==> config.mk <==
export PLATFORM = sky130hd
export DESIGN_NAME = bp_correlating_predictor
export DESIGN_NICKNAME = d
export VERILOG_FILES = /design/src/rtl/bp_pkg.sv /design/src/rtl/bp_counter_cell.sv /design/src/rtl/bp_ctrl.sv /design/src/rtl/bp_datapath.sv /design/src/rtl/bp_correlating_predictor.sv
export SDC_FILE = /design/constraint.sdc
export NUM_CORES = 1
export LEC_CHECK = 0
export BUFFER_PORTS_ARGS = -buffer_cell sky130_fd_sc_hd__clkbuf_2
export CAP_MARGIN = 15
export CORE_MARGIN = 5
export CORE_UTILIZATION = 60
export CTS_CLUSTER_DIAMETER = 40
export DETAILED_ROUTE_END_ITERATION = 12
export PLACE_DENSITY = 0.83
export SLEW_MARGIN = 20
export SYNTH_ARGS = -nofsm -noshare
export SYNTH_HDL_FRONTEND = slang
export SYNTH_SLANG_ARGS = --single-unit
==> constraint.sdc <==
create_clock -name clk -period 2.6 [get_ports clk]
set_clock_uncertainty 0.2 [all_clocks]
set_input_delay 0.26 -clock clk [delete_from_list [all_inputs] [get_ports clk]]
set_output_delay 0.26 -clock clk [all_outputs]
set_load 0.03 [all_outputs]
==> src/rtl/bp_pkg.sv <==
package bp_pkg;

  // Strobes from the update control to the predictor datapath
  typedef struct packed {
    logic trainEn;   // modify exactly one counter this cycle
    logic countUp;   // direction of the counter step
    logic shiftEn;   // shift a new outcome into the global history
    logic shiftBit;  // outcome to shift in
  } bpStrobes_t;

endpackage

==> src/rtl/bp_counter_cell.sv <==
module bp_counter_cell #(
  parameter int CTR_BITS = 2,
  parameter logic [CTR_BITS-1:0] RESET_VAL = '0
) (
  input  logic                clk,
  input  logic                rstN,
  input  logic                en,
  input  logic                countUp,
  output logic [CTR_BITS-1:0] value
);

  localparam logic [CTR_BITS-1:0] CTR_MAX = {CTR_BITS{1'b1}};

  always_ff @(posedge clk) begin
    if (!rstN) begin
      value <= RESET_VAL;
    end else if (en) begin
      if (countUp && (value != CTR_MAX)) begin
        value <= value + 1'b1;
      end else if (!countUp && (value != '0)) begin
        value <= value - 1'b1;
      end
    end
  end


  ceiling_hold_chk: assert property (@(posedge clk) disable iff (!rstN)
    (en && countUp && value == CTR_MAX) |=> (value == CTR_MAX));


  step_up_chk: assert property (@(posedge clk) disable iff (!rstN)
    (en && countUp && value != CTR_MAX) |=> (value == $past(value) + 1'b1));


  floor_hold_chk: assert property (@(posedge clk) disable iff (!rstN)
    (en && !countUp && value == '0) |=> (value == '0));


  step_down_chk: assert property (@(posedge clk) disable iff (!rstN)
    (en && !countUp && value != '0) |=> (value == $past(value) - 1'b1));


  idle_hold_chk: assert property (@(posedge clk) disable iff (!rstN)
    !en |=> $stable(value));

endmodule

==> src/rtl/bp_ctrl.sv <==
module bp_ctrl
  import bp_pkg::*;
#(
  parameter int HIST_BITS = 2
) (
  input  logic       updValid,
  input  logic       updTaken,
  output bpStrobes_t strobes
);

  localparam bit HAS_HIST = (HIST_BITS > 0);

  always_comb begin
    strobes          = '0;
    strobes.trainEn  = updValid;
    strobes.countUp  = updTaken;
    strobes.shiftEn  = updValid && HAS_HIST;
    strobes.shiftBit = updTaken;
  end

endmodule

==> src/rtl/bp_datapath.sv <==
module bp_datapath
  import bp_pkg::*;
#(
  parameter int HIST_BITS = 2,
  parameter int CTR_BITS  = 2,
  parameter int ROW_BITS  = 4,
  parameter int PC_WIDTH  = 32,
  parameter int PC_LSB    = 2,
  parameter int HIST_W    = (HIST_BITS > 0) ? HIST_BITS : 1
) (
  input  logic                clk,
  input  logic                rstN,
  input  bpStrobes_t          strobes,
  input  logic [PC_WIDTH-1:0] lookPc,
  input  logic [PC_WIDTH-1:0] updPc,
  input  logic [HIST_W-1:0]   updHist,
  output logic                predTaken,
  output logic [HIST_W-1:0]   predHist
);

  localparam int IDX_BITS = ROW_BITS + HIST_BITS;
  localparam int ENTRIES  = 1 << IDX_BITS;
  localparam logic [CTR_BITS-1:0] CTR_INIT = CTR_BITS'((1 << (CTR_BITS - 1)) - 1);

  logic [ROW_BITS-1:0] lookRow;
  logic [ROW_BITS-1:0] updRow;
  logic [IDX_BITS-1:0] lookIdx;
  logic [IDX_BITS-1:0] updIdx;
  logic [HIST_W-1:0]   histQ;
  logic [ENTRIES-1:0]  cellEn;
  logic [CTR_BITS-1:0] ctrVal [ENTRIES];
  logic                unusedBits;

  assign lookRow = lookPc[PC_LSB +: ROW_BITS];
  assign updRow  = updPc[PC_LSB +: ROW_BITS];

  // Bits outside the row field carry no information for this table
  assign unusedBits = ^{lookPc, updPc, updHist, strobes.shiftEn, strobes.shiftBit};

  generate
    if (HIST_BITS > 0) begin : g_hist
      assign lookIdx = {lookRow, histQ};
      assign updIdx  = {updRow, updHist};

      if (HIST_BITS > 1) begin : g_wide
        always_ff @(posedge clk) begin
          if (!rstN)                histQ <= '0;
          else if (strobes.shiftEn) histQ <= {histQ[HIST_BITS-2:0], strobes.shiftBit};
        end


        hist_age_chk: assert property (@(posedge clk) disable iff (!rstN)
          strobes.shiftEn |=> (histQ[HIST_BITS-1:1] == $past(histQ[HIST_BITS-2:0])));
      end else begin : g_single
        always_ff @(posedge clk) begin
          if (!rstN)                histQ <= '0;
          else if (strobes.shiftEn) histQ <= strobes.shiftBit;
        end
      end


      hist_newest_chk: assert property (@(posedge clk) disable iff (!rstN)
        strobes.shiftEn |=> (histQ[0] == $past(strobes.shiftBit)));


      hist_hold_chk: assert property (@(posedge clk) disable iff (!rstN)
        !strobes.shiftEn |=> $stable(histQ));
    end else begin : g_nohist
      assign lookIdx = lookRow;
      assign updIdx  = updRow;
      assign histQ   = '0;
    end
  endgenerate

  generate
    for (genvar i = 0; i < ENTRIES; i++) begin : g_cell
      assign cellEn[i] = strobes.trainEn && (updIdx == IDX_BITS'(i));

      bp_counter_cell #(
        .CTR_BITS  (CTR_BITS),
        .RESET_VAL (CTR_INIT)
      ) u_cell (
        .clk     (clk),
        .rstN    (rstN),
        .en      (cellEn[i]),
        .countUp (strobes.countUp),
        .value   (ctrVal[i])
      );
    end
  endgenerate

  assign predTaken = ctrVal[lookIdx][CTR_BITS-1];
  assign predHist  = histQ;


  one_entry_chk: assert property (@(posedge clk) disable iff (!rstN)
    $onehot0(cellEn));


  train_hits_chk: assert property (@(posedge clk) disable iff (!rstN)
    strobes.trainEn |-> ($countones(cellEn) == 1));

endmodule

==> src/rtl/bp_correlating_predictor.sv <==
module bp_correlating_predictor
  import bp_pkg::*;
#(
  parameter int HIST_BITS = 2,
  parameter int CTR_BITS  = 2,
  parameter int ROW_BITS  = 4,
  parameter int PC_WIDTH  = 32,
  parameter int PC_LSB    = 2,
  localparam int HIST_W   = (HIST_BITS > 0) ? HIST_BITS : 1
) (
  input  logic                clk,
  input  logic                rstN,
  input  logic [PC_WIDTH-1:0] lookPc,
  output logic                predTaken,
  output logic [HIST_W-1:0]   predHist,
  input  logic                updValid,
  input  logic [PC_WIDTH-1:0] updPc,
  input  logic [HIST_W-1:0]   updHist,
  input  logic                updTaken
);

  bpStrobes_t strobes;

  bp_ctrl #(
    .HIST_BITS (HIST_BITS)
  ) u_ctrl (
    .updValid (updValid),
    .updTaken (updTaken),
    .strobes  (strobes)
  );

  bp_datapath #(
    .HIST_BITS (HIST_BITS),
    .CTR_BITS  (CTR_BITS),
    .ROW_BITS  (ROW_BITS),
    .PC_WIDTH  (PC_WIDTH),
    .PC_LSB    (PC_LSB),
    .HIST_W    (HIST_W)
  ) u_dp (
    .clk       (clk),
    .rstN      (rstN),
    .strobes   (strobes),
    .lookPc    (lookPc),
    .updPc     (updPc),
    .updHist   (updHist),
    .predTaken (predTaken),
    .predHist  (predHist)
  );


  train_gate_chk: assert property (@(posedge clk) disable iff (!rstN)
    !updValid |-> (!strobes.trainEn && !strobes.shiftEn));

endmodule

==> summary by stage, run 1 <==
STA
On the final layout, the worst hold slack is 86.4 ps. For the pin with the worst max-slew slack, the measured transition is 719 ps. The minimum setup slack in the final design is -195 ps.

The number of max-slew violations in the final report is 0. The final setup TNS is -195 ps. The fmax is 0.358 GHz. The number of setup violations in the final report is 1. The number of hold violations in the final report is 0. Of the available clock period, the critical path in the final layout requires 1.07. Setup repair after global routing could not meet its margin everywhere.

The worst path in the final design needs a cycle of 2790 ps, including I/O delays and setup. The worst pin sits at a relative slew slack of 0.519.

Synthesis
For this run, asynchronously set or reset flops after synthesis account for 0. Synthesis inferred 130 register bits. Yosys mapped a number of flops with a built-in enable equal to 0.

In this run the cell area of the synthesized design comes to 7650 um^2. The net count after synthesis is 1047. The number of different library cells used by synthesis comes to 51.

For this run, the leading register cell type out of synthesis is dfxtp_1. The synthesized area divided by synthesized cell count is 7.83 um^2. Synthesis handed over a netlist of 977 instances. For this run, the register share of the synthesized area comes to 0.340. For this run, the number of Yosys warnings is 0. The cell taking the most area after synthesis is dfxtp_1. Ranked by total cell area, the synthesized netlist is headed by dfxtp_1 34%, o21ai_0 7.1%, a21boi_0 6.0%. Of the post-synthesis cell area, the dominant cell type holds 0.340.

Place
The placed instances occupy a cell area of 7880 um^2. Summed over all nets, the half-perimeter wirelength after detailed placement is 11900 um. The setup slack at placement is 70.8 ps. Routability-driven placement finished with a final weighted congestion of 0.824. The count of buffers added on input and output ports is 16.

Route
The DRC violation count after routing is 0. For this block, the initial DRC count from the detailed router was 742. In the routed layout, each cell is associated on average with a via count of 6.57. The routed layout has 7494 vias. After detailed routing, the total wire length is 20300 um.

After detailed routing, the average wire length per cell comes to 17.8 um. The first detailed-routing pass took 5 iterations. The count of antenna-violating nets left after detailed routing is 0.

Clock tree
The maximum clock path buffer count is 2. TritonCTS built the clock tree. The master cell of the clock root buffer is clkbuf_16. The maximum level of the CTS H-tree is 4. The TritonCTS buffer count is 17. At the later pin of the worst-skew pair, clock insertion delay measures 430 ps. Clock-pin slew was measured on the worst setup and hold paths at 50 ps. Counting every sink on the clock net gives 130.

Global route
The first global-routing pass estimated 33300 um of wire. The number of global-route vias before repair is 6750. The all-layer global routing usage is 0.276. Entering global routing, the biggest net connects 70 pins. The number of antenna violations at the first check in global routing is 0. Summed over all layers, the global routing overflow is 0.

Critical path
The slack of the worst reg-to-reg path is 1350 ps. In this run the critical register-to-register path is captured at u_dp.g_cell[46].u_cell.value[0]. STA puts the critical path data required time at 2140 ps.

STA classifies the critical path endpoint as an output port. The start-to-end type of the worst setup path is reg2out. Measured in cells, the most critical reg-to-reg path has a length of 4. STA classifies the critical path startpoint as a register. Of all nets on the critical path, the largest fanout is 5.

The endpoint arrival time on the critical path is 2330 ps. The start of the worst register-to-register path is u_dp.g_cell[46].u_cell.value[0].

Run status
The checks that failed: setup timing. The flow ran to the end, but the final reports show violations.

Power and ir drop
The leakage component of the power is 3.27 nW. Dividing total power by cell area gives a power density of 587 nW/um^2. VDD sags by at most 458 uV.

Run
The max-cap check violation count is 0.

Cells and area
In the final layout, the share of cells above drive strength 1 is 0.148. The finished cells cover 8600 um^2. The area growth from synthesis to final layout is 12.4%.

In the layout the commonest cells are 129 x dfxtp_1, 108 x o21ai_0, 94 x nor2_1. The number of antenna cells inserted is 0. The number of nets in the layout is 1028.

The most frequent standard cell in the layout excluding fill and tap cells is dfxtp_1. Counting the fill cells in the layout gives 992.

Floorplanning
The die is 123 um wide. 73 I/O pins were placed. After floorplanning, the core was divided into 41 placement rows. In this run the standard cell core region covers 12600 um^2. The initial cell density of the core is 0.609. The die height is 123 um. The area of the die is 15100 um^2.

Worst hold path
Along the worst hold path, the cell count comes to 3. The type of the tightest min-delay check is in2reg. The worst min-delay path startpoint is updValid. The endpoint of the worst hold-timing path is u_dp.predHist[1].
[layout make-up]
cell class / count / area, um^2 / area share
clock buffer: 24 / 482 / 0.0560
clock inverter: 6 / 80.1 / 0.00931
timing repair buffer: 57 / 513 / 0.0597
inverter: 4 / 15.0 / 0.00175
sequential: 130 / 2610 / 0.303
multi-input combinational: 748 / 4690 / 0.545
tap: 172 / 215 / 0.0250
[how the worst max path moves through the flow]
stage | start | to | slack [ps] | depth (start not counted)
final | u_dp.predHist[0] | predTaken | -190 | 7
after global routing | u_dp.predHist[0] | predTaken | -270 | 7
after CTS | u_dp.predHist[0] | predTaken | -210 | 6
after detailed placement | u_dp.predHist[0] | predTaken | 70 | 6
after global placement | u_dp.predHist[0] | predTaken | 90 | 6
after floorplan | u_dp.predHist[0] | predTaken | 150 | 6
[registers in the layout (all words and copies together) (netlist names)]
signal,flops
u_dp.g_cell.u_cell.value,128
u_dp.predHist,2
[kinds of logic (layout without fill, tap and decap cells)]
logic type             count (synthesis)  after routing  share of synthesized area
multiplexers                          19             19                     0.0510
AND/OR/NAND/NOR                      356            356                      0.257
flip-flops                           130            130                      0.340
AO/OA/AOI/OAI                        373            373                      0.297
buffers and inverters                 99             91                     0.0549
[cells in the mapped netlist, types with 3 or more instances]
cell and instances:
a21boi_0 61, a21boi_1 3, a21oi_1 88, a221oi_1 3
a22oi_1 4, a31oi_1 32, and2_1 4, and3_1 65
and4b_1 4, buf_2 27, clkbuf_1 65, dfxtp_1 130
inv_1 4, mux2i_1 3, mux4_2 16, nand2_1 47
nand3_1 30, nand3b_1 5, nand4bb_1 5, nor2_1 94
nor2b_1 4, nor3_1 21, nor3b_1 9, nor4bb_1 5
o21ai_0 108, o21ai_1 3, o311ai_0 3, o31ai_1 59
or2_2 28, or3_1 19
[routing by layer]
layer | routed length, um | track usage | up-vias
met5 | 0 | 0 | -
met2 | 9520 | 0.444 | 312
met1 | 8760 | 0.360 | 3539
li1 | - | - | 3588
met4 | 689 | 0.122 | 0
met3 | 1320 | 0.0554 | 55
[what timing repair did]
item                                    in CTS  in global routing
resized for setup                           13                  3
setup buffers                                3                  2
cloned                                       1                  0
endpoints found under the setup margin       1                  1
endpoints found under the hold margin       10                  0
hold buffers                                 1                  0
pin swaps                                    5                  5
[stage by stage]
step / power, W / instances / util
6_report: 0.00504 / 1141 / 0.684
5_1_grt: 0.00521 / 1141 / 0.684
4_1_cts: 0.00504 / 1140 / 0.683
3_5_place_dp: 0.00271 / 1105 / 0.627
3_3_place_gp: 0.00269 / 1105 / 0.627
2_1_floorplan: 0.00255 / 977 / -
[critical path: stages, from the launching register on]
cell      delay (ps)
dfxtp_4          380
buf_12           140
buf_12           110
mux4_2           540
a31oi_1          190
o211ai_1         130
a31o_2           280
buf_8            140
[power breakdown]
part	total (W)	switching [W]	leakage (nW)	internal, W
registers	0.00219	0.000103	1.05	0.00209
clock network	0.00233	0.000860	0.280	0.00147
logic	0.000529	0.000310	1.94	0.000220
total	0.00504	0.00127	3.27	0.00377
Power figures use the tool's default switching activity.
==> inputs of run 2 (changes only) <==
Settings changed: CORE_MARGIN 5 to 4.
==> run 2 against run 1 <==
  * The run still ends with setup timing left
  * Sequential cell count did not move
  * Non-clock buffer count rose by 3
  * Clock power barely moved
  * Global-route usage rose by 0.29 points
  * First-iteration DRC count rose by 10%
  * Critical endpoint unchanged
==> summary by stage, run 2 (synthesized netlist as in run 1, its figures left out) <==
Cells and area
The most frequent standard cell in the layout excluding fill and tap cells was dfxtp_1 (unchanged). The number of flip-flops in the largest register is 128 (unchanged). The largest register by flop count is u_dp.g_cell.u_cell.value (unchanged).

The area growth from synthesis to final layout is 12.2% (was 12.4%). Commonest non-fill, non-tap cells in the layout: 129 x dfxtp_1, 108 x o21ai_0, 94 x nor2_1 (unchanged). The number of antenna cells inserted is 0 (unchanged). The non-filler instance count after layout is 1142 (was 1141). The number of nets in the layout is 1031 (was 1028). The share of cells above drive strength 1 was 0.149 (was 0.148).

Critical path
The critical path launch point type is a register (unchanged). The data required time of the critical path is 2140 ps (about the same). The most frequent cell on the critical path is a221oi_2 (was buf_12).

Ordered cell list for the critical path: buf_12, mux4_2, a221oi_2, a221oi_2, a31o_2, buf_8 (was buf_12, buf_12, mux4_2, a31oi_1, o211ai_1, a31o_2, buf_8). The maximum fanout encountered on the critical timing path is 6 (was 5). The start-to-end type of the worst setup path is reg2out (unchanged).

The highest-delay cell along the critical path was mux4_2 (unchanged). The stage delay of the slowest cell on the critical path is 510 ps (was 540 ps). The top cell family by delay on the critical path is compound AO/OA/AOI/OAI gates (unchanged). The capturing element type of the critical path is an output port (unchanged). The endpoint arrival time on the critical path is 2300 ps (was 2330 ps). The combined buffer and inverter count along the critical path came to 2 (was 3).

STA
The minimum setup slack in the final design is -165 ps (was -195 ps). The number of setup violations in the final report is 1 (unchanged). The fmax is 0.362 GHz (was 0.358 GHz). The ratio of final minimum period to clock period was 1.06 (was 1.07).

The final period demand of the worst path is 2760 ps (was 2790 ps). The slew at the pin with the worst max-slew slack was 587 ps (was 719 ps). The number of max-slew violations in the final report was 0 (unchanged). The number of hold violations in the final report came to 0 (unchanged). The worst hold margin came to 92.0 ps (was 86.4 ps).

The max-slew headroom at the worst pin is 0.609 (was 0.519). Setup repair after global routing missed its margin: yes (unchanged).

Clock tree
The clock latency on the worst-skew pair was 430 ps (about the same). The maximum level of the CTS H-tree was 4 (unchanged). The number of hold buffers added after cts was 0 (was 1). The master cell of the clock root buffer is clkbuf_16 (unchanged). The maximum clock path buffer count is 2 (unchanged).

The number of sinks handled by clock tree synthesis is 130 (unchanged). The clock-pin slew reported for the worst setup and hold paths after clock tree synthesis was 50 ps (about the same). The CTS tree is done (unchanged). The TritonCTS buffer count is 17 (unchanged).

Run status
Violated checks: setup timing (unchanged). Outcome: complete, but fails checks (unchanged).

Floorplanning
The number of primary I/O pins came to 73 (unchanged). The area of the die is 14600 um^2 (was 15100 um^2). The initial cell density of the core is 0.624 (was 0.609).

The number of placement rows is 40 (was 41). The placeable core area came to 12300 um^2 (was 12600 um^2). The overall die width is 121 um (was 123 um). The die height is 121 um (was 123 um).

Global route
The number of global-route vias before repair was 6554 (was 6750). The met3 global-route usage is 0.0625 (was 0.0554). The met2 capacity usage during global routing was 0.431 (was 0.444). The total overflow reported by the global router is 0 (unchanged). The wire length of the first global-routing pass is 32900 um (was 33300 um).

The peak-usage layer in the global routing report is met2 (unchanged). The pin count of the biggest net entering global routing was 66 (was 70). The all-layer global routing usage came to 0.279 (was 0.276).

The number of antenna violations at the first check in global routing is 0 (unchanged). The global routing met1 resource utilization is 0.377 (was 0.360).

Route
The number of detailed-route iterations in the first pass was 5 (unchanged). The number of vias in the routed layout is 7556 (was 7494). The average wire length per cell after detail routing is 17.6 um (was 17.8 um). The DRC violation count after routing came to 0 (unchanged). The count of antenna-violating nets left after detailed routing is 0 (unchanged).

The number of DRC violations after detailed-routing iteration 0 was 816 (was 742). The overall routed net length came to 20100 um (was 20300 um). The ratio of routed vias to standard cells was 6.62 (was 6.57).

Worst hold path
The type of the tightest min-delay check is in2reg (unchanged).

Run
The max-cap check violation count is 0 (unchanged).

Power and ir drop
The largest vdd supply drop is 527 uV (was 458 uV). The power density over the cells was 588 nW/um^2 (was 587 nW/um^2). The leakage component of the power was 3.29 nW (was 3.27 nW).

Place
The detailed placer's ending HPWL is 12400 um (was 11900 um). The post-placement cell count is 1106 (was 1105). The count of buffers inserted at the top-level ports is 16 (unchanged). The placer's final routability congestion estimate is 0.849 (was 0.824).
## run 2: changes by cell type in the layout (fill, tap and decap cells not counted), sizes merged
cell,change
bufinv,-1
clkinv,-1
buf,+4
dlygate4sd3,-1
clkbuf,+4
## run 2: worst paths after layout
kind / start / end / slack [ps] / cells past startpoint
worst max-delay path: u_dp.predHist[0] / predTaken / -160 / 6
worst min-delay path: updValid / u_dp.predHist[0] / 90 / 3
worst max register to register: u_dp.g_cell[22].u_cell.value[0] / u_dp.g_cell[22].u_cell.value[0] / 1370 / 3
worst min register to register: u_dp.g_cell[10].u_cell.value[0] / u_dp.g_cell[10].u_cell.value[1] / 300 / 2
## run 2: per-layer routing
layer | wire, um | part of all wire | vias up
li1 | - | - | 3603
met1 | 8570 | 0.43 | 3549
met2 | 9310 | 0.46 | 329
met3 | 1560 | 0.078 | 75
met4 | 688 | 0.034 | 0
met5 | 0 | 0 | -
## run 2: power by group
| part | internal, W | switching (W) | total [W] |
|---|---|---|---|
| combinational | 0.000218 | 0.000304 | 0.000522 |
| sequential | 0.00209 | 0.000106 | 0.00219 |
| clock | 0.00146 | 0.000874 | 0.00234 |
## run 2: final cells by class
| cell class | count | area [um^2] |
|---|---|---|
| Timing Repair Buffer | 60 | 520 |
| Tap cell | 168 | 210 |
| Clock inverter | 4 | 45.0 |
| Fill cell | 945 | 3670 |
| Multi-Input combinational cell | 748 | 4660 |
| Clock buffer | 28 | 527 |
| Inverter | 4 | 15.0 |
| Sequential cell | 130 | 2610 |
## run 2: worst min-delay path: stages
cell      delay [ps]
clkbuf_2         210
mux2i_1          110
nor2b_1          100
## run 2: timing repair
action | in CTS | in global routing
cloned | 1 | 0
endpoints found under the setup margin | 1 | 1
pin swaps | 3 | 2
resized for setup | 10 | 1
buffers inserted | 2 | 1
## run 2: metrics by stage
step           power (W)  area, um^2   util  worst slack [ps]  setup TNS, ps
2_1_floorplan    0.00255        7650      -               149              0
3_3_place_gp     0.00270        7910  0.645               235              0
3_5_place_dp     0.00272        7910  0.645               160              0
4_1_cts          0.00505        8580  0.700              -161           -161
5_1_grt          0.00523        8590  0.700              -235           -235
6_report         0.00505        8590  0.700              -165           -165
